File: config.mk
export PLATFORM = sky130hd
export DESIGN_NAME = clk_health_log
export DESIGN_NICKNAME = d
export VERILOG_FILES = /design/src/rtl/chl_pkg.sv /design/src/rtl/chl_trigger.sv /design/src/rtl/chl_ring.sv /design/src/rtl/clk_health_log.sv
export SDC_FILE = /design/constraint.sdc
export NUM_CORES = 1
export LEC_CHECK = 0
export BUFFER_PORTS_ARGS = -buffer_cell sky130_fd_sc_hd__buf_2
export CELL_PAD_IN_SITES_DETAIL_PLACEMENT = 0
export CELL_PAD_IN_SITES_GLOBAL_PLACEMENT = 1
export CORE_ASPECT_RATIO = 0.8
export CORE_MARGIN = 1
export CORE_UTILIZATION = 40
export DETAILED_ROUTE_END_ITERATION = 10
export PLACE_DENSITY_LB_ADDON = 0.12
export SLEW_MARGIN = 30
export SYNTH_ARGS = -nofsm -noshare
export SYNTH_HDL_FRONTEND = slang
export SYNTH_SLANG_ARGS = --single-unit
export TNS_END_PERCENT = 100
File: constraint.sdc
create_clock -name clk -period 8.9 [get_ports clk]
set_input_delay 0.445 -clock clk [delete_from_list [all_inputs] [get_ports clk]]
set_output_delay 0.445 -clock clk [all_outputs]
set_load 0.05 [all_outputs]
File: src/rtl/chl_pkg.sv
package chl_pkg;

    localparam int NUM_TRIG = 6;
    localparam int CLS_W    = 3;

    // Lower code wins when several triggers coincide
    typedef enum logic [CLS_W-1:0] {
        EV_BROWNOUT = 3'd0,
        EV_WRFAIL   = 3'd1,
        EV_FAILCHG  = 3'd2,
        EV_LOCKCHG  = 3'd3,
        EV_RESUME   = 3'd4,
        EV_PROFSW   = 3'd5
    } ev_class_e;

    typedef enum logic [1:0] {
        ST_BLANK    = 2'd0,
        ST_FILLING  = 2'd1,
        ST_WRAPPING = 2'd2
    } ring_state_e;

endpackage

File: src/rtl/chl_trigger.sv
module chl_trigger #(
    parameter int PW  = 3,
    parameter int DCW = 8
) (
    input  logic                clk,
    input  logic                por_n,
    input  logic                soft_rst_n,
    input  logic                lock_i,
    input  logic                fail_i,
    input  logic                wrf_i,
    input  logic                bo_i,
    input  logic                res_i,
    input  logic [PW-1:0]       prof_i,
    output logic                ev_vld_o,
    output chl_pkg::ev_class_e  ev_cls_o,
    output logic [DCW-1:0]      drop_o
);
    import chl_pkg::*;

    localparam int NW = $clog2(NUM_TRIG + 1);

    logic                lock_q;
    logic                fail_q;
    logic [PW-1:0]       prof_q;
    logic                armed;
    logic [NUM_TRIG-1:0] hit;
    logic [NW-1:0]       nhit;
    logic [DCW-1:0]      drop_q;
    logic [DCW:0]        dsum;

    // Edge history follows the inputs in every cycle, reset or not,
    // so leaving a reset never shows a stale difference.
    always_ff @(posedge clk) begin
        lock_q <= lock_i;
        fail_q <= fail_i;
        prof_q <= prof_i;
    end

    assign armed = por_n && soft_rst_n;

    always_comb begin
        hit[EV_BROWNOUT] = bo_i;
        hit[EV_WRFAIL]   = wrf_i;
        hit[EV_FAILCHG]  = (fail_i != fail_q);
        hit[EV_LOCKCHG]  = (lock_i != lock_q);
        hit[EV_RESUME]   = res_i;
        hit[EV_PROFSW]   = (prof_i != prof_q);
        if (!armed) begin
            hit = '0;
        end
    end

    // Priority pick: scan downwards so the lowest set code is assigned last
    always_comb begin
        ev_cls_o = EV_BROWNOUT;
        for (int i = NUM_TRIG - 1; i >= 0; i--) begin
            if (hit[i]) begin
                ev_cls_o = ev_class_e'(3'(i));
            end
        end
    end

    assign ev_vld_o = |hit;
    assign nhit     = NW'($countones(hit));
    assign dsum     = {1'b0, drop_q} + (DCW+1)'(nhit) - (DCW+1)'(1);

    always_ff @(posedge clk) begin
        if (!por_n) begin
            drop_q <= '0;
        end else if (nhit > NW'(1)) begin
            drop_q <= dsum[DCW] ? '1 : dsum[DCW-1:0];
        end
    end

    assign drop_o = drop_q;

endmodule

File: src/rtl/chl_ring.sv
module chl_ring #(
    parameter int DEPTH = 8,
    parameter int RW    = 52
) (
    input  logic          clk,
    input  logic          por_n,
    input  logic          soft_rst_n,
    input  logic          ev_vld_i,
    input  logic [RW-1:0] rec_i,
    input  logic          rd_req_i,
    output logic          rd_ack_o,
    output logic          rd_valid_o,
    output logic [RW-1:0] rd_rec_o,
    output logic          overflow_o
);
    import chl_pkg::*;

    // DEPTH must be a power of two, at least 2
    localparam int AW = $clog2(DEPTH);
    localparam int CW = $clog2(DEPTH + 1);

    ring_state_e   state_q, state_d;
    logic [RW-1:0] mem [DEPTH];
    logic [AW-1:0] wr_ptr_q;
    logic [CW-1:0] count_q;
    logic [CW-1:0] rd_ofs_q;
    logic [CW-1:0] ofs_step;
    logic [CW-1:0] ofs_nx;
    logic [AW-1:0] rd_idx;
    logic          ovf_q;
    logic          cnt_en;
    logic          overwrite;
    logic          rd_hit;
    logic          ack_q, vld_q;
    logic [RW-1:0] rec_q;

    // State register
    always_ff @(posedge clk) begin
        if (!por_n) begin
            state_q <= ST_BLANK;
        end else begin
            state_q <= state_d;
        end
    end

    // Next state and control outputs
    always_comb begin
        state_d   = state_q;
        cnt_en    = 1'b0;
        overwrite = 1'b0;
        unique case (state_q)
            ST_BLANK: begin
                cnt_en = ev_vld_i;
                if (ev_vld_i) begin
                    state_d = ST_FILLING;
                end
            end
            ST_FILLING: begin
                cnt_en = ev_vld_i;
                if (ev_vld_i && count_q == CW'(DEPTH - 1)) begin
                    state_d = ST_WRAPPING;
                end
            end
            ST_WRAPPING: begin
                overwrite = ev_vld_i;
            end
            default: begin
                state_d = ST_BLANK;
            end
        endcase
    end

    // Read addressing relative to the oldest record
    assign rd_idx   = AW'(wr_ptr_q - count_q[AW-1:0] + rd_ofs_q[AW-1:0]);
    assign rd_hit   = rd_req_i && (rd_ofs_q < count_q);
    assign ofs_step = rd_ofs_q + CW'(rd_hit);
    assign ofs_nx   = (overwrite && ofs_step != '0) ? ofs_step - CW'(1) : ofs_step;

    always_ff @(posedge clk) begin
        if (por_n && ev_vld_i) begin
            mem[wr_ptr_q] <= rec_i;
        end
    end

    always_ff @(posedge clk) begin
        if (!por_n) begin
            wr_ptr_q <= '0;
            count_q  <= '0;
            ovf_q    <= 1'b0;
            rd_ofs_q <= '0;
            ack_q    <= 1'b0;
            vld_q    <= 1'b0;
            rec_q    <= '0;
        end else begin
            if (ev_vld_i) begin
                wr_ptr_q <= wr_ptr_q + AW'(1);
            end
            if (cnt_en) begin
                count_q <= count_q + CW'(1);
            end
            if (overwrite) begin
                ovf_q <= 1'b1;
            end
            if (!soft_rst_n) begin
                rd_ofs_q <= '0;
                ack_q    <= 1'b0;
                vld_q    <= 1'b0;
            end else begin
                rd_ofs_q <= ofs_nx;
                ack_q    <= rd_req_i;
                vld_q    <= rd_hit;
                if (rd_req_i) begin
                    rec_q <= mem[rd_idx];
                end
            end
        end
    end

    assign rd_ack_o   = ack_q;
    assign rd_valid_o = vld_q;
    assign rd_rec_o   = rec_q;
    assign overflow_o = ovf_q;

endmodule

File: src/rtl/clk_health_log.sv
module clk_health_log #(
    parameter int DEPTH = 8,
    parameter int TSW   = 32,
    parameter int PW    = 3,
    parameter int MW    = 6,
    parameter int HW    = 8,
    parameter int DCW   = 8
) (
    input  logic           clk,
    input  logic           por_n,
    input  logic           soft_rst_n,
    input  logic           lock_i,
    input  logic           fail_i,
    input  logic           cfg_wr_fail_i,
    input  logic           brownout_i,
    input  logic           resume_i,
    input  logic [PW-1:0]  profile_i,
    input  logic [MW-1:0]  mism_idx_i,
    input  logic [HW-1:0]  cfg_hash_i,
    input  logic           rd_req_i,
    output logic           rd_ack_o,
    output logic           rd_valid_o,
    output logic [TSW-1:0] rd_ts_o,
    output logic [2:0]     rd_class_o,
    output logic [PW-1:0]  rd_profile_o,
    output logic [MW-1:0]  rd_mism_o,
    output logic [HW-1:0]  rd_hash_o,
    output logic           overflow_o,
    output logic [DCW-1:0] drop_cnt_o
);
    import chl_pkg::*;

    localparam int RW     = TSW + CLS_W + PW + MW + HW;
    localparam int HASH_L = 0;
    localparam int MISM_L = HASH_L + HW;
    localparam int PROF_L = MISM_L + MW;
    localparam int CLS_L  = PROF_L + PW;
    localparam int TS_L   = CLS_L + CLS_W;

    logic [TSW-1:0] ts_q;
    logic           ev_vld;
    ev_class_e      ev_cls;
    logic [RW-1:0]  rec;
    logic [RW-1:0]  rd_rec;

    // Timestamp only clears on power-on, saturates instead of wrapping
    always_ff @(posedge clk) begin
        if (!por_n) begin
            ts_q <= '0;
        end else if (ts_q != '1) begin
            ts_q <= ts_q + TSW'(1);
        end
    end

    chl_trigger #(.PW(PW), .DCW(DCW)) u_trig (
        .clk        (clk),
        .por_n      (por_n),
        .soft_rst_n (soft_rst_n),
        .lock_i     (lock_i),
        .fail_i     (fail_i),
        .wrf_i      (cfg_wr_fail_i),
        .bo_i       (brownout_i),
        .res_i      (resume_i),
        .prof_i     (profile_i),
        .ev_vld_o   (ev_vld),
        .ev_cls_o   (ev_cls),
        .drop_o     (drop_cnt_o)
    );

    assign rec = {ts_q, ev_cls, profile_i, mism_idx_i, cfg_hash_i};

    chl_ring #(.DEPTH(DEPTH), .RW(RW)) u_ring (
        .clk        (clk),
        .por_n      (por_n),
        .soft_rst_n (soft_rst_n),
        .ev_vld_i   (ev_vld),
        .rec_i      (rec),
        .rd_req_i   (rd_req_i),
        .rd_ack_o   (rd_ack_o),
        .rd_valid_o (rd_valid_o),
        .rd_rec_o   (rd_rec),
        .overflow_o (overflow_o)
    );

    assign rd_ts_o      = rd_rec[TS_L +: TSW];
    assign rd_class_o   = rd_rec[CLS_L +: CLS_W];
    assign rd_profile_o = rd_rec[PROF_L +: PW];
    assign rd_mism_o    = rd_rec[MISM_L +: MW];
    assign rd_hash_o    = rd_rec[HASH_L +: HW];

endmodule

# After elaboration in Yosys (flattened, before gate mapping)
# Memory sizes are Yosys's and may differ from the RTL's. A register that Yosys moved wholly into a read port is not among the register bits.
# Index checks and enable logic that the tools add are counted.
[word_totals]
ramBits = 416
input_bits = 26
reg_bits = 61
word_cells = 68
out_inout_bits = 63
n_memories = 1
[mem_list]
columns = ["memory", "depth", "word_bits", "read_ports", "rd_ports_with_merged_regs", "wr", "line", "text"]
rows = [
  ["u_ring.mem", 8, 52, 1, 1, 1, "chl_ring.sv:23", "logic [RW-1:0] mem [DEPTH];"],
]
[classes]
reduce_logical = 13
n_bitwise = 1
eq_ne = 9
add_sub_neg = 14
magnitude_cmp = 2
mux = 16
[ops]
columns = ["cell", "count"]
rows = [
  ["$add 32x1->32 const B", 1],
  ["$ne 32x32->1 const B", 1],
  ["$mux 3", 6],
  ["$add 3x3->3", 3],
  ["$add 8x3->9", 1],
  ["$sub 9x1->9 const B", 1],
  ["$mux 8", 1],
  ["$add 1x1->2", 3],
  ["$mux 6", 1],
  ["$pmux 2 s3", 1],
  ["$reduce_or 6->1", 1],
  ["$logic_and 1x1->1", 5],
  ["$add 4x1->4", 1],
  ["$add 4x1->4 const B", 1],
  ["$eq 4x3->1 const B", 1],
  ["$lt 4x4->1", 1],
  ["$mux 1", 4],
  ["$mux 2", 2],
  ["$mux 4", 1],
  ["$ne 2x1->1 const B", 2],
  ["$reduce_and 2->1", 2],
  ["$reduce_bool 4->1", 1],
  ["$sub 4x1->4 const B", 1],
  ["$add 3x1->3 const B", 1],
  ["11 further kinds", 12],
]

# Logic depth before layout (Yosys ltp)
[logic_depth]
ltp_word = 8
mapped_depth = 18
mapped_depth_nobuf = 18

# Modules after synthesis
# Synthesis repeated with hierarchy kept, for this count alone.
[hier_totals]
cells_unflattened = 1236
hier_area_um2 = 21058.9
[modules_own_cells]
columns = ["mod", "seq_area_each_um2", "area_each_um2", "cells_each", "n_inst"]
rows = [
  ["chl_ring", 13853.3, 18290.0, 898, 1],
  ["clk_health_log", 640.6, 1766.7, 214, 1],
  ["chl_trigger", 260.2, 1002.2, 124, 1],
]

# Worst setup path before layout
# OpenSTA, ideal clock, no wires.
[synth_timing]
kind = "in2reg"
start = "input port por_n"
end = "memory u_ring.mem[4][0] (enable)"
setup_ps = 526
t_arrival_ps = 5217
required_ps = 8374
cell_stages = 8
setup_slack_ps = 3157
n_path_buf = 2
path_cell_list = "buf_6 clkbuf_1 and3_1 inv_1 ha_1 nand3_1 nand3_1 nor3_1"
[synth_between]
elab_chain_cells = 6
[synth_lines]
columns = ["element", "line", "text"]
rows = [
  ["start, declared", "clk_health_log.sv:10", "input logic por_n,"],
  ["$logic_and 1x1->1", "chl_trigger.sv:39", "assign armed = por_n && soft_rst_n;"],
  ["$mux 6", "chl_trigger.sv:48", "if (!armed) begin"],
  ["$reduce_or 6->1", "chl_trigger.sv:63", "assign ev_vld_o = |hit;"],
  ["$logic_and 1x1->1 *", "chl_ring.sv:80", "if (por_n && ev_vld_i) begin"],
  ["$mux 1 *", "chl_ring.sv:80", ""],
  ["$mux 1 (implied by the code) *", "chl_ring.sv:81", "mem[wr_ptr_q] <= rec_i;"],
  ["end, declared", "chl_ring.sv:23", ""],
]
# Mark *: on every way between the ends. The rest lies on a longest branch, timed or not.

# Final worst setup path
[layout_timing]
start = "register u_trig.prof_q[0]"
end = "register u_trig.drop_q[1] (netlist: u_trig.drop_o[1])"
[layout_between]
elab_chain_cells = 7
elab_cells_between_ends = 8
cone_classes = "4 x add/sub; 1 x order compare; 1 x eq/ne; 2 x mux"
[layout_lines]
columns = ["element", "line", "text"]
rows = [
  ["start, declared", "chl_trigger.sv:24", "logic [PW-1:0] prof_q;"],
  ["start signal, assigned", "chl_trigger.sv:36", "prof_q <= prof_i;"],
  ["$ne 3x3->1 *", "chl_trigger.sv:47", "hit[EV_PROFSW] = (prof_i != prof_q);"],
  ["$mux 6 *", "chl_trigger.sv:48", ""],
  ["$add 1x1->2 (implied by the code) *", "chl_trigger.sv:64", "assign nhit = NW'($countones(hit));"],
  ["$add 3x3->3 (implied by the code) *", "chl_trigger.sv:64", ""],
  ["$add 8x3->9", "chl_trigger.sv:65", "assign dsum = {1'b0, drop_q} + (DCW+1)'(nhit) - (DCW+1)'(1);"],
  ["$sub 9x1->9", "chl_trigger.sv:65", ""],
  ["$mux 8", "chl_trigger.sv:71", "drop_q <= dsum[DCW] ? '1 : dsum[DCW-1:0];"],
  ["end signal, assigned", "chl_trigger.sv:71", ""],
  ["end, declared", "chl_trigger.sv:28", "logic [DCW-1:0] drop_q;"],
]
# Marks and branches as above.
# A chain may end at the register's enable or synchronous reset.

==> impl_metrics.csv <==
group,metric,value,unit
floorplanning,die_area,0.05383,sq mm
clock_tree,cts-root-buf,"clkbuf_16",
cells_and_area,seqCellArea,0.01475,sq mm
power,p_leak,9.101,nW
place,placed_cells,1938,
worst_hold_path,hold_depth,1,
worst_hold_path,hold_class,"input pin to flop",
cells_and_area,layout.cells.non_filler,2040,
critical_path,arrival,5.19,ns
drt,viasPerCell,5.222,
cells_and_area,multiInputGateArea,0.006068,sq mm
synth,synth_area,0.02116,sq mm
clock_tree,tritoncts,"yes",
grt,grt_usage,0.1664,
worst_hold_path,min_from,"profile_i[2]",
drt,wl_per_cell,21.70,microns
place,place_congestion,0.7680,
clock_tree,clk_path_buf_depth,3,
synth,ys_warn_count,0,
sta,fin_setup_tns,0,ns
critical_path,criticalPathCategory,"flop to flop",
sta,timing.fmax,214.5,MHz
drt,num_vias,10650,
synth,postSynth.topFlopCell,"edfxtp_1",
place,dp_hpwl,24330,microns
clock_tree,clkSinkCount,529,
cells_and_area,layout_common_cells,"edfxtp_1, dfxtp_1, mux4_2, buf_2, nand2_1",
clock_tree,cts_buffers,54,
synth,synth_top_area_frac,0.5904,
sta,slew_headroom,0.3789,
sta,slew_violations,0,
grt,gr-total-overflow,0,
place,placed_cell_area,0.02244,sq mm
sta,finalCriticalPeriod,4.662,ns
sta,setup_viol,0,
cells_and_area,final_common_cell,"edfxtp_1",
power,fin_total_pwr,6.594,mW
clock_tree,clk_pin_slew,0.06,ns
power,ir_worst_vdd,0.1413,mV
sta,rsz0062_at_grt,"no",
floorplanning,die_h,207.7,microns
drt,antenna_left,0,
synth,syn_nets,1265,
critical_path,reg2reg_slack,4.24,ns
job,cap_viol_max_count,0,
floorplanning,die_w,259.2,microns
drt,drt_iter0_markers,485,
power,power_density,272.2,mW/mm^2
run_status,outcome,"complete, no violations",
synth,ys_ff_latch,529,
synth,synthArstFlopShare,0,
floorplanning,rows,75,
clock_tree,clock_latency,0.59,ns
grt,first_global_vias,10820,
place,port_buffers,88,
clock_tree,htreeDepth,2,
critical_path,rr_worst_depth,16,
drt,drt_wl_total,44270,microns
sta,fin_worst_skew,0.02420,ns
floorplanning,start_util,0.4041,
cells_and_area,nNetsFinal,1366,
cells_and_area,drive_gt1_frac,0.2376,
cells_and_area,area_growth,14.46,%
sta,timing.final.crit_share,0.5238,
clock_tree,hold_buffers,2,
cells_and_area,antenna_cells,0,
critical_path,reg2reg_to,"u_trig.drop_o[1]",
synth,ys_top_cells_by_area,"edfxtp_1, mux4_2, dfxtp_1",
synth,synth_edf_count,416,
synth,synth_area_leader_cell,"edfxtp_1",
drt,firstDrtPassIters,4,
floorplanning,ios,89,
critical_path,rr_startpoint,"u_trig.prof_q[0]",
synth,yosys.cell_types.count,57,
synth,synth_seq_area_share,0.6973,
clock_tree,cts_resized,0,
critical_path,crit_path_start_kind,"flop",
grt,grt_pass1_wl,67430,microns
synth,syn_inst,1202,
sta,hold_viol,0,
grt,grt_antenna_before_repair,0,
critical_path,worst-path-max-fanout,7,
grt,grt_max_degree,87,
synth,syn_avg_cell_area,17.60,sq um
worst_hold_path,whs_endpoint,"u_trig.prof_q[2]",
critical_path,critical_path_required,9.42,ns
floorplanning,coreArea,0.05236,sq mm
cells_and_area,fin_area,0.02422,sq mm
drt,drc,0,
cells_and_area,n_fill_cell,4525,
critical_path,cp-end-kind,"flop",
sta,tightest_slew,0.9316,ns
clock_tree,cts_setup_buffers,0,
[worst max-delay path by stage]
| stage | from | depth (start not counted) | endpoint | slack [ns] |
|---|---|---|---|---|
| 4_1_cts | por_n | 15 | u_trig.drop_o[1] | 4.14 |
| 2_1_floorplan | por_n | 8 | u_ring.mem[4][0] | 3.16 |
| 3_3_place_gp | por_n | 15 | u_trig.drop_o[6] | 3.60 |
| 6_report | u_trig.prof_q[0] | 16 | u_trig.drop_o[1] | 4.24 |
| 5_1_grt | u_trig.prof_q[0] | 16 | u_trig.drop_o[6] | 3.99 |
| 3_5_place_dp | por_n | 15 | u_trig.drop_o[1] | 3.50 |
[metrics by stage]
stage / setup slack, ns / utilization / hold WS, ns
finish: 4.238 / 0.4626 / 0.07836
global route: 3.989 / 0.4626 / 0.05672
CTS: 4.136 / 0.4624 / 0.03994
detailed placement: 3.498 / 0.4285 / 0.4606
global placement: 3.603 / 0.4278 / 0.4533
floorplan: 3.157 / - / 0.4336
[per-layer routing]
| layer | track usage | share of wire | vias to the layer above |
|---|---|---|---|
| met2 | 0.2529 | 0.46 | 129 |
| met5 | 0 | 0 | - |
| li1 | - | - | 4932 |
| met1 | 0.2465 | 0.49 | 5533 |
| met3 | 0.02698 | 0.030 | 58 |
| met4 | 0.04787 | 0.019 | 0 |
[cell usage after synthesis, types with 3 or more instances]
cell type,instances
a2111oi_2,4
a211oi_1,3
a21oi_1,11
and2_1,31
and3_1,6
and4_1,8
buf_1,3
buf_2,13
buf_6,4
clkbuf_1,40
dfxtp_1,113
edfxtp_1,416
fa_1,5
ha_1,32
inv_1,42
mux2i_1,56
mux4_2,104
nand2_1,86
nand2b_1,6
nand3_1,9
nand4_1,13
nor2_1,22
nor2b_1,8
nor3_1,7
nor3b_1,3
nor4_1,6
o211a_1,53
o211ai_1,4
o21a_1,5
o21ai_0,5
o221a_2,7
o31a_1,3
or4_1,3
xnor2_1,21
xor2_1,21
[kinds of logic after synthesis]
logic type      Yosys count  synth area share
flops                   529            0.6973
simple gates            221           0.05546
mux                     160            0.1372
compound gates          111           0.04878
buf+inv                 102           0.02028
xor+xnor                 42           0.01738
fa+ha+maj                37           0.02365
[layout make-up]
| cell class | instances | share of cell area |
|---|---|---|
| Clock inverter | 23 | 0.008885 |
| Inverter | 42 | 0.006509 |
| Multi-Input combinational cell | 571 | 0.2505 |
| Tap cell | 693 | 0.03580 |
| Sequential cell | 529 | 0.6092 |
| Timing Repair Buffer | 105 | 0.02557 |
| Clock buffer | 77 | 0.06354 |
[where the power goes]
group,internal [mW],leakage [nW],switching [mW]
sequential,2.75,4.86,0.0494
combinational,0.704,3.38,0.857
clock,1.31,0.859,0.917
[state kept, by name, indices dropped and copies added (netlist names)]
register,flops
ts_q,32
u_ring.count_q,4
u_ring.mem,416
u_ring.overflow_o,1
u_ring.rd_ack_o,1
u_ring.rd_ofs_q,4
u_ring.rd_rec_o,52
u_ring.rd_valid_o,1
u_ring.state_q,2
u_ring.wr_ptr_q,3
u_trig.drop_o,8
u_trig.fail_q,1
u_trig.lock_q,1
u_trig.prof_q,3
[worst max-delay path: stages, from the launching register on]
cell      delay, ns
dfxtp_1        0.30
xor2_1         0.15
nor3_1         0.43
nand2b_1       0.24
inv_1          0.08
ha_1           0.20
fa_1           0.50
ha_1           0.22
xnor2_1        0.28
ha_1           0.33
inv_1          0.07
ha_1           0.22
a21o_1         0.19
and4_1         0.22
o31a_1         0.31
o41ai_4        0.56
o221a_2        0.29
Power figures use the tool's default switching activity.
